File: src/rtl/spi_tc_pkg.sv
package spi_tc_pkg;
  localparam int BYTE_W = 8;
  localparam logic [3:0] CHG_KEY = 4'b1010;

  typedef enum logic {
    PH_ADDR = 1'b0,
    PH_DATA = 1'b1
  } phase_e;

  typedef struct packed {
    logic [3:0] key;
    logic [1:0] dsel;
    logic [1:0] rsel;
  } tc_cfg_t;
endpackage

File: src/rtl/spi_edge_sync.sv
module spi_edge_sync #(
  parameter int   STAGES  = 2,
  parameter logic RST_VAL = 1'b0
) (
  input  logic clk,
  input  logic rst_n,
  input  logic din,
  output logic lvl,
  output logic rise,
  output logic fall
);
  // pipe[STAGES-1] is the synchronized level, pipe[STAGES] its previous value
  logic [STAGES:0] pipe;

  always_ff @(posedge clk or negedge rst_n) begin
    if (!rst_n) pipe <= {(STAGES + 1){RST_VAL}};
    else        pipe <= {pipe[STAGES-1:0], din};
  end

  assign lvl  = pipe[STAGES-1];
  assign rise = pipe[STAGES-1] & ~pipe[STAGES];
  assign fall = ~pipe[STAGES-1] & pipe[STAGES];
endmodule

File: src/rtl/spi_frame_engine.sv
module spi_frame_engine
  import spi_tc_pkg::*;
#(
  parameter int AW = BYTE_W - 1
) (
  input  logic              clk,
  input  logic              rst_n,
  input  logic              cs_active,
  input  logic              cs_start,
  input  logic              sclk_lvl,
  input  logic              sclk_rise,
  input  logic              sclk_fall,
  input  logic              sdi,
  input  logic [BYTE_W-1:0] rd_data,
  output logic [AW-1:0]     rd_addr,
  output logic [AW-1:0]     wr_addr,
  output logic              wr_en,
  output logic [BYTE_W-1:0] wr_data,
  output logic              sdo,
  output logic              sdo_oe,
  output logic              cpol,
  output logic              wr_mode,
  output logic              in_data,
  output logic              launch
);
  localparam int              BIT_W    = $clog2(BYTE_W);
  localparam logic [BIT_W-1:0] BIT_LAST = BIT_W'(BYTE_W - 1);

  logic [BYTE_W-1:0] rx_q, tx_q, rx_next;
  logic [BIT_W-1:0]  bit_q;
  logic [AW-1:0]     addr_q;
  phase_e            phase_q;
  logic              cpol_q, oe_q, sdo_q, wr_mode_q;
  logic              latch, byte_end;

  // leading edge leaves the idle level and launches; trailing edge returns and latches
  assign launch   = cs_active & (cpol_q ? sclk_fall : sclk_rise);
  assign latch    = cs_active & (cpol_q ? sclk_rise : sclk_fall);
  assign rx_next  = {rx_q[BYTE_W-2:0], sdi};
  assign byte_end = latch & (bit_q == BIT_LAST);

  assign rd_addr = (phase_q == PH_ADDR) ? rx_next[AW-1:0] : addr_q + AW'(1);
  assign wr_addr = addr_q;
  assign wr_en   = byte_end & (phase_q == PH_DATA) & wr_mode_q;
  assign wr_data = rx_next;

  always_ff @(posedge clk or negedge rst_n) begin
    if (!rst_n) begin
      rx_q      <= '0;
      tx_q      <= '0;
      bit_q     <= '0;
      addr_q    <= '0;
      phase_q   <= PH_ADDR;
      cpol_q    <= 1'b0;
      oe_q      <= 1'b0;
      sdo_q     <= 1'b0;
      wr_mode_q <= 1'b0;
    end else begin
      if (cs_start) cpol_q <= sclk_lvl;
      if (!cs_active) begin
        bit_q     <= '0;
        phase_q   <= PH_ADDR;
        oe_q      <= 1'b0;
        wr_mode_q <= 1'b0;
      end else if (latch) begin
        rx_q  <= rx_next;
        bit_q <= bit_q + BIT_W'(1);
        if (byte_end) begin
          if (phase_q == PH_ADDR) begin
            addr_q    <= rx_next[AW-1:0];
            wr_mode_q <= rx_next[BYTE_W-1];
            phase_q   <= PH_DATA;
          end else begin
            addr_q <= addr_q + AW'(1);
          end
          tx_q <= rd_data;
        end
      end else if (launch && phase_q == PH_DATA && !wr_mode_q) begin
        sdo_q <= tx_q[BYTE_W-1];
        tx_q  <= {tx_q[BYTE_W-2:0], 1'b0};
        oe_q  <= 1'b1;
      end
    end
  end

  assign sdo     = sdo_q;
  assign sdo_oe  = oe_q;
  assign cpol    = cpol_q;
  assign wr_mode = wr_mode_q;
  assign in_data = (phase_q == PH_DATA);
endmodule

File: src/rtl/spi_reg_store.sv
module spi_reg_store
  import spi_tc_pkg::*;
#(
  parameter int IDX_W  = 4,
  parameter int TC_IDX = 15
) (
  input  logic              clk,
  input  logic              rst_n,
  input  logic              wr_en,
  input  logic [IDX_W-1:0]  wr_idx,
  input  logic [BYTE_W-1:0] wr_data,
  input  logic [IDX_W-1:0]  rd_idx,
  output logic [BYTE_W-1:0] rd_data,
  output logic [BYTE_W-1:0] tc_value
);
  localparam int DEPTH = 1 << IDX_W;

  logic [BYTE_W-1:0] mem [DEPTH];

  always_ff @(posedge clk or negedge rst_n) begin
    if (!rst_n) begin
      for (int i = 0; i < DEPTH; i++) mem[i] <= '0;
    end else if (wr_en) begin
      mem[wr_idx] <= wr_data;
    end
  end

  assign rd_data  = mem[rd_idx];
  assign tc_value = mem[TC_IDX];
endmodule

File: src/rtl/tc_charge_decode.sv
module tc_charge_decode
  import spi_tc_pkg::*;
#(
  parameter int N_DIODE = 2,
  parameter int N_RES   = 3
) (
  input  tc_cfg_t            cfg,
  output logic [N_DIODE-1:0] diode_en,
  output logic [N_RES-1:0]   res_en
);
  logic key_ok, ds_ok, rs_ok, path_on;

  assign key_ok  = (cfg.key == CHG_KEY);
  assign ds_ok   = (cfg.dsel != 2'd0) && (cfg.dsel <= 2'(N_DIODE));
  assign rs_ok   = (cfg.rsel != 2'd0) && (cfg.rsel <= 2'(N_RES));
  assign path_on = key_ok & ds_ok & rs_ok;

  for (genvar d = 0; d < N_DIODE; d++) begin : g_diode
    assign diode_en[d] = path_on & (cfg.dsel == 2'(d + 1));
  end

  for (genvar r = 0; r < N_RES; r++) begin : g_res
    assign res_en[r] = path_on & (cfg.rsel == 2'(r + 1));
  end
endmodule

File: src/rtl/spi_tc_regport.sv
module spi_tc_regport
  import spi_tc_pkg::*;
#(
  parameter int SYNC_STAGES = 2,
  parameter int IDX_W       = 4,
  parameter int TC_IDX      = 15,
  parameter int N_DIODE     = 2,
  parameter int N_RES       = 3
) (
  input  logic               clk,
  input  logic               rst_n,
  input  logic               cs_n,
  input  logic               sclk,
  input  logic               sdi,
  output logic               sdo,
  output logic               sdo_oe,
  output logic [N_DIODE-1:0] diode_en,
  output logic [N_RES-1:0]   res_en
);
  localparam int AW = BYTE_W - 1;

  logic cs_lvl, cs_rise_unused, cs_start;
  logic sclk_lvl, sclk_rise, sclk_fall;
  logic sdi_lvl, sdi_rise_unused, sdi_fall_unused;
  logic cs_active;

  logic [AW-1:0]     rd_addr, wr_addr;
  logic              wr_en;
  logic [BYTE_W-1:0] wr_data, rd_data, tc_value;
  logic              cpol, wr_mode, in_data, launch;

  spi_edge_sync #(.STAGES(SYNC_STAGES), .RST_VAL(1'b1)) u_cs_sync (
    .clk(clk), .rst_n(rst_n), .din(cs_n),
    .lvl(cs_lvl), .rise(cs_rise_unused), .fall(cs_start)
  );

  spi_edge_sync #(.STAGES(SYNC_STAGES), .RST_VAL(1'b0)) u_sclk_sync (
    .clk(clk), .rst_n(rst_n), .din(sclk),
    .lvl(sclk_lvl), .rise(sclk_rise), .fall(sclk_fall)
  );

  spi_edge_sync #(.STAGES(SYNC_STAGES), .RST_VAL(1'b0)) u_sdi_sync (
    .clk(clk), .rst_n(rst_n), .din(sdi),
    .lvl(sdi_lvl), .rise(sdi_rise_unused), .fall(sdi_fall_unused)
  );

  assign cs_active = ~cs_lvl;

  spi_frame_engine #(.AW(AW)) u_engine (
    .clk(clk), .rst_n(rst_n),
    .cs_active(cs_active), .cs_start(cs_start),
    .sclk_lvl(sclk_lvl), .sclk_rise(sclk_rise), .sclk_fall(sclk_fall),
    .sdi(sdi_lvl), .rd_data(rd_data),
    .rd_addr(rd_addr), .wr_addr(wr_addr), .wr_en(wr_en), .wr_data(wr_data),
    .sdo(sdo), .sdo_oe(sdo_oe), .cpol(cpol), .wr_mode(wr_mode),
    .in_data(in_data), .launch(launch)
  );

  spi_reg_store #(.IDX_W(IDX_W), .TC_IDX(TC_IDX)) u_store (
    .clk(clk), .rst_n(rst_n),
    .wr_en(wr_en), .wr_idx(wr_addr[IDX_W-1:0]), .wr_data(wr_data),
    .rd_idx(rd_addr[IDX_W-1:0]), .rd_data(rd_data),
    .tc_value(tc_value)
  );

  tc_charge_decode #(.N_DIODE(N_DIODE), .N_RES(N_RES)) u_decode (
    .cfg(tc_cfg_t'(tc_value)),
    .diode_en(diode_en),
    .res_en(res_en)
  );
endmodule

File: config.mk
export PLATFORM = sky130hd
export DESIGN_NAME = spi_tc_regport
export DESIGN_NICKNAME = d
export VERILOG_FILES = /design/src/rtl/spi_tc_pkg.sv /design/src/rtl/spi_edge_sync.sv /design/src/rtl/spi_frame_engine.sv /design/src/rtl/spi_reg_store.sv /design/src/rtl/tc_charge_decode.sv /design/src/rtl/spi_tc_regport.sv
export SDC_FILE = /design/constraint.sdc
export NUM_CORES = 1
export LEC_CHECK = 0
export ABC_AREA = 1
export BUFFER_PORTS_ARGS = -buffer_cell sky130_fd_sc_hd__buf_2
export CAP_MARGIN = 15
export CORE_MARGIN = 2
export CORE_UTILIZATION = 50
export DETAILED_ROUTE_END_ITERATION = 7
export GPL_TIMING_DRIVEN = 1
export PLACE_DENSITY = 0.68
export SLEW_MARGIN = 20
export SYNTH_ARGS = -nofsm -noshare
export SYNTH_HDL_FRONTEND = slang
export SYNTH_HIERARCHICAL = 1
export SYNTH_SLANG_ARGS = --single-unit
File: constraint.sdc
create_clock -name clk -period 2.1 [get_ports clk]
set_clock_uncertainty 0.05 [all_clocks]
set_input_delay 0.42 -clock clk [delete_from_list [all_inputs] [get_ports clk]]
set_output_delay 0.42 -clock clk [all_outputs]
set_load 0.005 [all_outputs]
==> impl_results.md, run 1 <==
- Final WS setup: -0.0767 ns
- Gate Count Post-Synth: 1067
- Final #Nets: 1108
- Crit-path cells: ha_1, ha_2, inv_2, nor2_8, inv_4, nor3_4, buf_6, buf_12, nand2_4, nor2_4, buf_12, nand2_1, o21ai_1
- Input/output buffers: 11
- Wire per inst: 18.0 um
- Pleak: 0.00472 uW
- First-pass GRT wire length: 35100 um
- Critical path data arrival time: 2.47 ns
- Global-route layer with the greatest usage: met2
- HPWL after detailed placement: 14500 um
- Total grt overflow: 0
- Via count: 7225
- MaxCap Viol Count: 0
- H-tree levels: 4
- Initial Util: 50.9%
- Endpoints failing hold: 0
- Num ports: 12
- Worst path required time: 2.40 ns
- Final worst-path cycle share: 104%
- GRT met1 Usage: 38.2%
- Commonest cells after routing, fill and taps aside: nand2_1 (304), dfrtp_1 (160), inv_1 (158)
- Failing checks: setup timing
- DRT Pass-1 Iters: 8
- Reg clk slew, reported paths: 0.06 ns
- Die height: 131 um
- Vias in the first global route: 6516
- Core ar.: 0.0158 mm2
- DRC Markers: 0
- Buf+Inv Stages, Crit Path: 5
- Slew HR: 66.3%
- CTS tree: yes
- Die Wd: 131 um
- Post-route minimum period: 2.18 ns
- Max IR drop VDD: 620 uV
- WS Path Type: reg -> reg
- DRT antenna net count: 0
- GRT Overall Usage: 27.3%
- Met2 Use GR: 42.3%
- Max Root-Sink Buffers: 2
- Cell family with most CP delay: simple AND/OR/NAND/NOR gates
- Worst slew pin tran: 0.505 ns
- Critical path's largest stage delay: 0.37 ns
- Crit path max fanout: 8
- Total clock buffers created by CTS: 17
- Slowest cell on crit path: dfrtp_1
- Setup TNS: -0.709 ns
- Achievable frequency: 0.459 GHz
- Initial DRC count: 779
- Commonest non-fill, non-tap cell in the layout: nand2_1
- Max Slew Vio Count: 0
- Via density: 5.44
- Hold/Removal Path Class: in -> reg
- # rows: 46
- CP Launch Type: flip-flop
- Gp weighted congestion: 0.892
- Post-Syn Area: 0.00806 mm2
- Critical path endpoint category: flip-flop
- Share of cells above drive strength 1: 17.1%
- Routed WL: 23900 um
- Antenna Cells: 0
- Pwr dens: 866 mW/mm2
- Status: finished, violations left
- DIE AREA: 0.0171 mm2
- CTS Sinks: 163
- Clk Tree Root Cell: clkbuf_16
- Largest net degree at the start of global routing: 69
- Syn Area/Cell: 7.55 um2
- Final hold slack: 0.0325 ns
- P&R area growth vs syn: 21.8%
- Synth Warn #: 6
- Syn nets: 1077
- Initial antenna violation count: 0
- Unrepaired setup endpoints after global routing: yes
- CP most frequent cell: buf_12
- M3 GR Usage: 6.60%
- Count of final setup violators: 21
- Clock latency on the worst-skew pair: 0.43 ns
[per-layer routing]
metal  up-vias  part of all wire [%]
li1       3382                     -
met1      3415                    42
met2       360                    45
met3        68                   9.6
met4         0                   3.0
met5         -                     0
[path summary, 6_finish.rpt]
| check | start | end | slack [ns] | cells after the start |
|---|---|---|---|---|
| max reg2reg | u_engine/bit_q[0] | u_store/mem[23] | -0.08 | 13 |
| min reg2reg | u_sclk_sync/pipe[0] | u_sclk_sync/pipe[1] | 0.30 | 0 |
| min in group asynchronous | rst_n | u_store/mem[9] | 0.46 | 2 |
| max in group asynchronous | rst_n | u_store/mem[65] | 0.88 | 3 |
| max | u_engine/bit_q[0] | u_store/mem[23] | -0.08 | 13 |
| min | cs_n | u_cs_sync/pipe[0] | 0.03 | 1 |
[what timing repair did]
action,CTS,global route
pin swaps,0,6
resized for setup,1,150
gates cloned,0,10
endpoints found under the setup margin,6,139
hold buffers,1,0
endpoints found under the hold margin,40,0
setup buffers,2,5
[worst register-to-register path: cells and delay by family (launching register included)]
| family | cells | cell delay (ns) |
|---|---|---|
| buffers and inverters | 5 | 0.56 |
| DFF | 1 | 0.37 |
| adders and majority gates | 2 | 0.37 |
| and+or+nand+nor | 5 | 0.65 |
| AOI/OAI and AO/OA | 1 | 0.09 |
[per-stage QoR]
step / total power (uW) / std cells / utilization, % / setup WS [ns] / instance area, um2
finish: 8500 / 1327 / 62.0 / -0.0767 / 9820
floorplan: 4270 / 1067 / - / -0.0162 / 8070
global route: 8780 / 1327 / 62.0 / -0.191 / 9820
detailed placement: 5040 / 1277 / 54.3 / 0.0530 / 8590
CTS: 8290 / 1312 / 58.4 / -0.00611 / 9250
global placement: 5040 / 1277 / 54.3 / 0.0686 / 8590
[sequential cells by signal (all words and copies together), names as in the netlist]
| signal | cells |
|---|---|
| u_engine/sdo | 1 |
| u_engine/tx_q | 8 |
| u_engine/cpol | 1 |
| u_sclk_sync/pipe | 3 |
| u_engine/bit_q | 3 |
| u_store/tc_value | 8 |
| u_engine/sdo_oe | 1 |
| u_store/mem | 120 |
| u_cs_sync/pipe | 3 |
| u_engine/wr_mode | 1 |
| u_engine/rx_q | 7 |
| u_sdi_sync/pipe | 2 |
| u_engine/wr_addr | 4 |
| u_engine/in_data | 1 |
[power breakdown]
part           total [uW]  switching (uW)  internal [uW]
sequential           3360             100           3260
clock                3260            1280           1970
combinational        1880            1340            546
total                8500            2720           5780
[layout make-up]
| type | count | area (um2) |
|---|---|---|
| timing repair buffer | 76 | 880 |
| sequential | 163 | 4080 |
| clock inverter | 10 | 148 |
| tap | 216 | 270 |
| multi-input combinational | 673 | 3330 |
| clock buffer | 22 | 474 |
| fill | 1376 | 6010 |
| inverter | 167 | 632 |
Note: power is estimated with default switching activity, not from simulation.
==> inputs of run 2 (changes only) <==
--- a/config.mk
+++ b/config.mk
@@ -6,7 +6,7 @@
 export NUM_CORES = 1
 export LEC_CHECK = 0
 export ABC_AREA = 1
-export BUFFER_PORTS_ARGS = -buffer_cell sky130_fd_sc_hd__buf_2
+export BUFFER_PORTS_ARGS = -buffer_cell sky130_fd_sc_hd__buf_4
 export CAP_MARGIN = 15
 export CORE_MARGIN = 2
 export CORE_UTILIZATION = 50
==> impl_results.md, run 2 (synthesized netlist as in run 1, its figures left out) <==
- Clock latency on the worst-skew pair: 0.43 ns
- Initial antenna violation count: 0
- Slowest cell on crit path: dfrtp_1
- Via density: 5.49
- Final worst-path cycle share: 102%
- Biggest register: u_store/mem
- Post-route minimum period: 2.13 ns
- Gp weighted congestion: 0.932
- Failing checks: setup timing
- Unrepaired setup endpoints after global routing: yes
- Placement Setup Slack: -0.0523 ns
- Via count: 7378
- Pleak: 0.00501 uW
- Critical path endpoint category: flip-flop
- Final WS setup: -0.0319 ns
- DIE AREA: 0.0171 mm2
- HPWL after detailed placement: 14800 um
- Largest net degree at the start of global routing: 61
- R2R Setup Slk: -0.03 ns
- Max reg flops: 120
- Setup TNS: -0.238 ns
- MaxCap Viol Count: 0
- Worst path required time: 2.35 ns
- CTS Sinks: 163
- WS Path Type: reg -> reg
- Crit path max fanout: 8
- Commonest non-fill, non-tap cell in the layout: nand2_1
- Total grt overflow: 0
- Max Root-Sink Buffers: 2
- Antenna Cells: 0
- Vias in the first global route: 6730
- Util after Layout: 64.4%
- Die Wd: 131 um
- Hold/Removal Path Class: in -> reg
- Clk Tree Root Cell: clkbuf_16
- Worst slew pin tran: 0.563 ns
- Crit-path cells: inv_1, nor2_2, inv_2, nand2_2, nand3_4, nor2_8, inv_2, nor3_4, buf_6, buf_6, nand4_1, buf_6, nand2_2, o21ai_1
- CP most frequent cell: buf_6
- DRC Markers: 0
- Buf+Inv Stages, Crit Path: 6
- Input/output buffers: 11
- GRT Overall Usage: 27.9%
- Share of cells above drive strength 1: 22.3%
- Total clock buffers created by CTS: 17
- Slew HR: 62.3%
- Final #Nets: 1127
- CP Launch Type: flip-flop
- Critical path data arrival time: 2.39 ns
- Max Slew Vio Count: 0
- Status: finished, violations left
- Wire per inst: 17.9 um
- Count of final setup violators: 18
- H-tree levels: 4
- P&R area growth vs syn: 26.6%
- Cell family with most CP delay: simple AND/OR/NAND/NOR gates
- Achievable frequency: 0.469 GHz
- DRT Pass-1 Iters: 5
- First-pass GRT wire length: 35700 um
- Reg clk slew, reported paths: 0.06 ns
- Routed WL: 24100 um
- CTS tree: yes
- Max IR drop VDD: 742 uV
- # rows: 46
- Pwr dens: 847 mW/mm2
- Commonest cells after routing, fill and taps aside: nand2_1 (280), dfrtp_1 (160), inv_1 (157)
- Core ar.: 0.0158 mm2
- Endpoints failing hold: 0
- Critical path's largest stage delay: 0.39 ns
- Initial DRC count: 695
- Die height: 131 um
- Num ports: 12
- Initial Util: 50.9%
- DRT antenna net count: 0
## run 2: layout make-up
class	instances	area (um2)
Multi-Input combinational cell	673	3500
Fill cell	1329	5630
Timing Repair Buffer	95	1070
Clock inverter	11	175
Clock buffer	20	467
Sequential cell	163	4080
Inverter	167	629
Tap cell	216	270
## run 2: per-stage QoR
step | hold WS (ns) | area (um2) | total power (uW) | std cells
6_report | 0.0428 | 10200 | 8640 | 1345
4_1_cts | 0.0287 | 9540 | 8430 | 1330
3_5_place_dp | 0.285 | 8660 | 5040 | 1283
2_1_floorplan | 0.0744 | 8070 | 4270 | 1067
5_1_grt | 0.0215 | 10200 | 8940 | 1345
3_3_place_gp | 0.283 | 8660 | 5030 | 1283
## run 2: repair_timing
item,CTS,global route
pin swaps,7,13
hold endpoints to repair,26,0
resized for setup,44,199
endpoints found under the setup margin,34,141
buffers inserted,13,6
hold buffers,1,0
gates cloned,2,11
## run 2: per-layer routing
metal  vias up  GRT usage (%)  wire length [um]
met3        67           6.68              1980
met5         -              0                 0
met4         0           13.0               846
met2       353           42.2             11000
met1      3534           38.1             10300
li1       3424              -                 -
## run 2: worst paths after layout
check | end | depth (start not counted) | start
setup / recovery | u_store/mem[88] | 14 | u_sclk_sync/pipe[2]
hold / removal | u_sclk_sync/pipe[0] | 1 | sclk
setup reg to reg | u_store/mem[88] | 14 | u_sclk_sync/pipe[2]
hold reg to reg | u_sclk_sync/pipe[1] | 0 | u_sclk_sync/pipe[0]
max in group asynchronous | u_store/mem[117] | 3 | rst_n
min in group asynchronous | u_store/mem[8] | 2 | rst_n
## run 2: report_power, final
group | leakage [uW] | switching [uW] | internal, uW | total [uW]
clock network | 0.000309 | 1290 | 2090 | 3380
registers | 0.00222 | 145 | 3260 | 3400
logic | 0.00247 | 1300 | 554 | 1860
## run 2: worst register-to-register path, delay by kind of cell (launching register included)
kind	cells	cell delay, ns
AOI/OAI and AO/OA	1	0.06
and+or+nand+nor	7	0.82
DFF	1	0.39
buffers and inverters	6	0.68
